## src/rtl/pcm_frame_if.sv

```systemverilog
module pcm_frame_if #(
  parameter int CLK_DIV     = 40,
  parameter int FRAME_SLOTS = 75,
  parameter int SAMPLE_W    = 8
) (
  input  logic                clk,
  input  logic                rst_n,
  input  logic [SAMPLE_W-1:0] tx_sample,
  input  logic                dt,
  output logic                bclk,
  output logic                fsync,
  output logic                dr,
  output logic [SAMPLE_W-1:0] rx_sample,
  output logic                rx_valid
);
  localparam int HALF = CLK_DIV / 2;
  localparam int DW   = (CLK_DIV > 2) ? $clog2(CLK_DIV) : 1;
  localparam int SW   = $clog2(FRAME_SLOTS);
  localparam int LAST = FRAME_SLOTS - 1;

  logic [DW-1:0]       div_cnt;
  logic [SW-1:0]       slot, slot_nxt;
  logic [SAMPLE_W-1:0] tx_sh;
  logic [SAMPLE_W-2:0] rx_sh;
  logic                rise_evt, fall_evt, tx_bit_nxt, rx_bit, rx_last;

  assign rise_evt   = div_cnt == DW'(HALF - 1);
  assign fall_evt   = div_cnt == DW'(CLK_DIV - 1);
  assign slot_nxt   = (slot == SW'(LAST)) ? '0 : slot + 1'b1;
  assign tx_bit_nxt = (slot_nxt != '0) && (slot_nxt <= SW'(SAMPLE_W));
  assign rx_bit     = (slot != '0) && (slot <= SW'(SAMPLE_W));
  assign rx_last    = slot == SW'(SAMPLE_W);

  always_ff @(posedge clk) begin
    if (!rst_n) begin
      div_cnt <= '0;
      bclk    <= 1'b0;
    end else begin
      div_cnt <= fall_evt ? '0 : div_cnt + 1'b1;
      if (rise_evt)      bclk <= 1'b1;
      else if (fall_evt) bclk <= 1'b0;
    end
  end

  always_ff @(posedge clk) begin
    if (!rst_n) begin
      slot  <= SW'(LAST);
      fsync <= 1'b0;
      dr    <= 1'b0;
      tx_sh <= '0;
    end else if (rise_evt) begin
      slot  <= slot_nxt;
      fsync <= slot_nxt == '0;
      dr    <= tx_bit_nxt ? tx_sh[SAMPLE_W-1] : 1'b0;
      if (slot_nxt == '0) tx_sh <= tx_sample;
      else if (tx_bit_nxt) tx_sh <= {tx_sh[SAMPLE_W-2:0], 1'b0};
    end
  end

  always_ff @(posedge clk) begin
    if (!rst_n) begin
      rx_sh     <= '0;
      rx_sample <= '0;
      rx_valid  <= 1'b0;
    end else begin
      rx_valid <= fall_evt && rx_last;
      if (fall_evt && rx_bit) rx_sh <= {rx_sh[SAMPLE_W-3:0], dt};
      if (fall_evt && rx_last) rx_sample <= {rx_sh, dt};
    end
  end
endmodule


```

## config.mk

```make
export PLATFORM = sky130hd
export DESIGN_NAME = pcm_frame_if
export DESIGN_NICKNAME = d
export VERILOG_FILES = /design/src/rtl/pcm_frame_if.sv
export SDC_FILE = /design/constraint.sdc
export NUM_CORES = 1
export LEC_CHECK = 0
export CAP_MARGIN = 25
export CORE_MARGIN = 2
export CORE_UTILIZATION = 35
export DETAILED_ROUTE_END_ITERATION = 8
export HOLD_SLACK_MARGIN = 0.03
export SYNTH_ARGS = -nofsm -noshare
export SYNTH_HDL_FRONTEND = slang
export SYNTH_SLANG_ARGS = --single-unit
export TNS_END_PERCENT = 5
```

## constraint.sdc

```tcl
create_clock -name clk -period 3.75 [get_ports clk]
set_input_delay 0.9375 -clock clk [delete_from_list [all_inputs] [get_ports clk]]
set_output_delay 0.9375 -clock clk [all_outputs]
set_load 0.05 [all_outputs]
```

==> run metrics <==
status finished clean; cells after synthesis 194; clk root buf clkbuf_8; kind of critical path in -> reg; port bufs 22; number of flops mapped to enable cells by yosys 0; CP required 3.94 ns; largest net degree at the start of global routing 31; Max VDD drop 0.000195 V; Syn Std Cell Area 1890 um^2; # hold bufs at CTS 0; Yosys warning total 0; Fin Hold WS 0.450 ns; Post-CTS Setup Bufs 0; Routed wire per std cell 13.2 um; Core Footprint 5170 um^2; final clock skew 0.00669 ns; post-synthesis sequential area ratio 42.4%; Rel. slew slack 35.3%; vias in the first global route 1369; die span in y 77.5 um; leakage power 0.000834 uW; CTS resizes 0; DRC 0; top-area cell type share of the netlist area 42.4%; final core occ 43.0%; CTS tree built; startpoint type of the worst setup path primary input; layout cells sized above 1 8.92%; GRT overflow 0; fmax 418 MHz; H-tree Lvls 2; Max-Cap Viols 0; CTS max path bufs 2; Pwr per Cell Area 332 nW/um^2; chip width 77.5 um; # rows 26; syn_nets 209; Detail Placement HPWL 2.57 mm; die area 6010 um^2; Tot GR Track Use 13.8%; setup_tns 0 ns; CP Max Fanout 30; Worst-Margin Slew 0.969 ns; minimum clock period 2.39 ns; Post-synth top flop dfxtp_1; nets@finish 227; Syn-to-layout area delta 17.6%; first-pass GRT wire length 6.60 mm; router iterations before antenna repair 4; via count 1416; Setup violations, final 0; Initial Util 36.6%; cell taking the most area after synthesis dfxtp_1; Routed WL 3.73 mm; vias per cell 5.00; TritonCTS Buffers 5; initial antenna violation count 0; num ports 23; diode count 0; Worst-Skew Late Latency 0.29 ns; post-route ant nets 0; RSZ-0062 raised after global routing no; Area contributors post-synth dfxtp_1, mux2i_1, nor2_1, a21oi_1, a211oi_1; fin crit share 63.7%; Final Power 737 uW; Clock Pin Slew Worst Setup and Hold Paths 0.08 ns; CP Capture Type register; crit path DAT 2.58 ns; GPL Wtd Cong 0.789; Slew Viols, Final 0; Netlist cell types 47; Worst Hold Class reg -> reg; Syn Area/Cell 9.75 um^2; clock sinks 40; Final Hold Vio Count 0; Inst Count DP 275; Async SR Flop Fraction 0%; post-route insts no fill 283; synthesized flop and latch total 40; initial DRC count 101
[cell families (layout without fill, tap and decap cells)]
family / after synthesis / after routing / share of synthesized area, %
fa+ha+maj: 4 / 4 / 2.65
simple gates: 64 / 64 / 18.5
compound gates: 39 / 39 / 16.0
buf+inv: 16 / 35 / 4.30
xor+xnor: 9 / 9 / 4.57
mux: 22 / 22 / 11.6
flops: 40 / 40 / 42.4
[worst max-delay path: stages]
cell and delay [ns]:
clkdlybuf4s50_1 0.69, inv_1 0.52, a221o_1 0.42
[stage by stage]
step,instance area [um^2],setup slack [ns]
after floorplan,1890,1.92
after global placement,2140,1.06
after detailed placement,2140,1.03
after CTS,2220,1.34
after global routing,2220,1.22
final,2220,1.36
[cell type report]
cell class	instances	area [um^2]
fillers	533	2950
multi-input cells	138	1010
flip-flops and latches	40	801
repair buffers	22	220
well taps	70	87.6
clock buffers	5	68.8
clock inverters	3	18.8
inverters	5	18.8
[worst paths after layout]
kind / startpoint / end / slack [ns] / cells after the start
max reg2reg: slot[0] / tx_sh[7] / 1.50 / 6
min reg2reg: div_cnt[0] / div_cnt[0] / 0.45 / 1
min: div_cnt[0] / div_cnt[0] / 0.45 / 1
max: rst_n / slot[1] / 1.36 / 3
[cell usage after synthesis (all sizes together), types with 2 or more instances]
cell / number
o21ai: 4
mux2i: 22
and3: 5
and2: 2
or3: 2
nor2: 29
dfxtp: 40
a311oi: 2
inv: 5
clkbuf: 6
nand3: 8
buf: 5
a211oi: 7
xor2: 2
xnor2: 7
and4: 2
ha: 4
a21oi: 14
nand2: 7
nor3: 4
[cells in the final DEF (no fill, tap or decap), types with 3 or more instances in the layout]
cell / n
a211oi_1: 7
a21oi_1: 14
and3_1: 5
clkbuf_8: 5
clkdlybuf4s50_1: 22
dfxtp_1: 40
ha_1: 4
inv_1: 4
mux2i_1: 22
nand2_1: 7
nand3_1: 7
nor2_1: 28
nor3_1: 3
o21ai_0: 3
xnor2_1: 6
[layer usage]
layer / vias up / wire [um] / GRT usage (%)
met5: - / 0 / 0
met4: 0 / 70 / 6.25
met3: 7 / 155 / 3.26
met2: 32 / 1520 / 19.3
met1: 645 / 1980 / 19.9
li1: 732 / - / -
[power by group]
part | internal (uW) | switching [uW] | leakage [uW]
Combinational | 13.2 | 12.2 | 0.000464
Clock | 130 | 153 | 0.0000479
Sequential | 427 | 2.31 | 0.000323
[registers in the layout, indices dropped and copies added, names as in the netlist]
| signal | count |
|---|---|
| rx_sh | 7 |
| slot | 7 |
| rx_valid | 1 |
| fsync | 1 |
| bclk | 1 |
| tx_sh | 8 |
| dr | 1 |
| rx_sample | 8 |
| div_cnt | 6 |
Power figures use the tool's default switching activity.
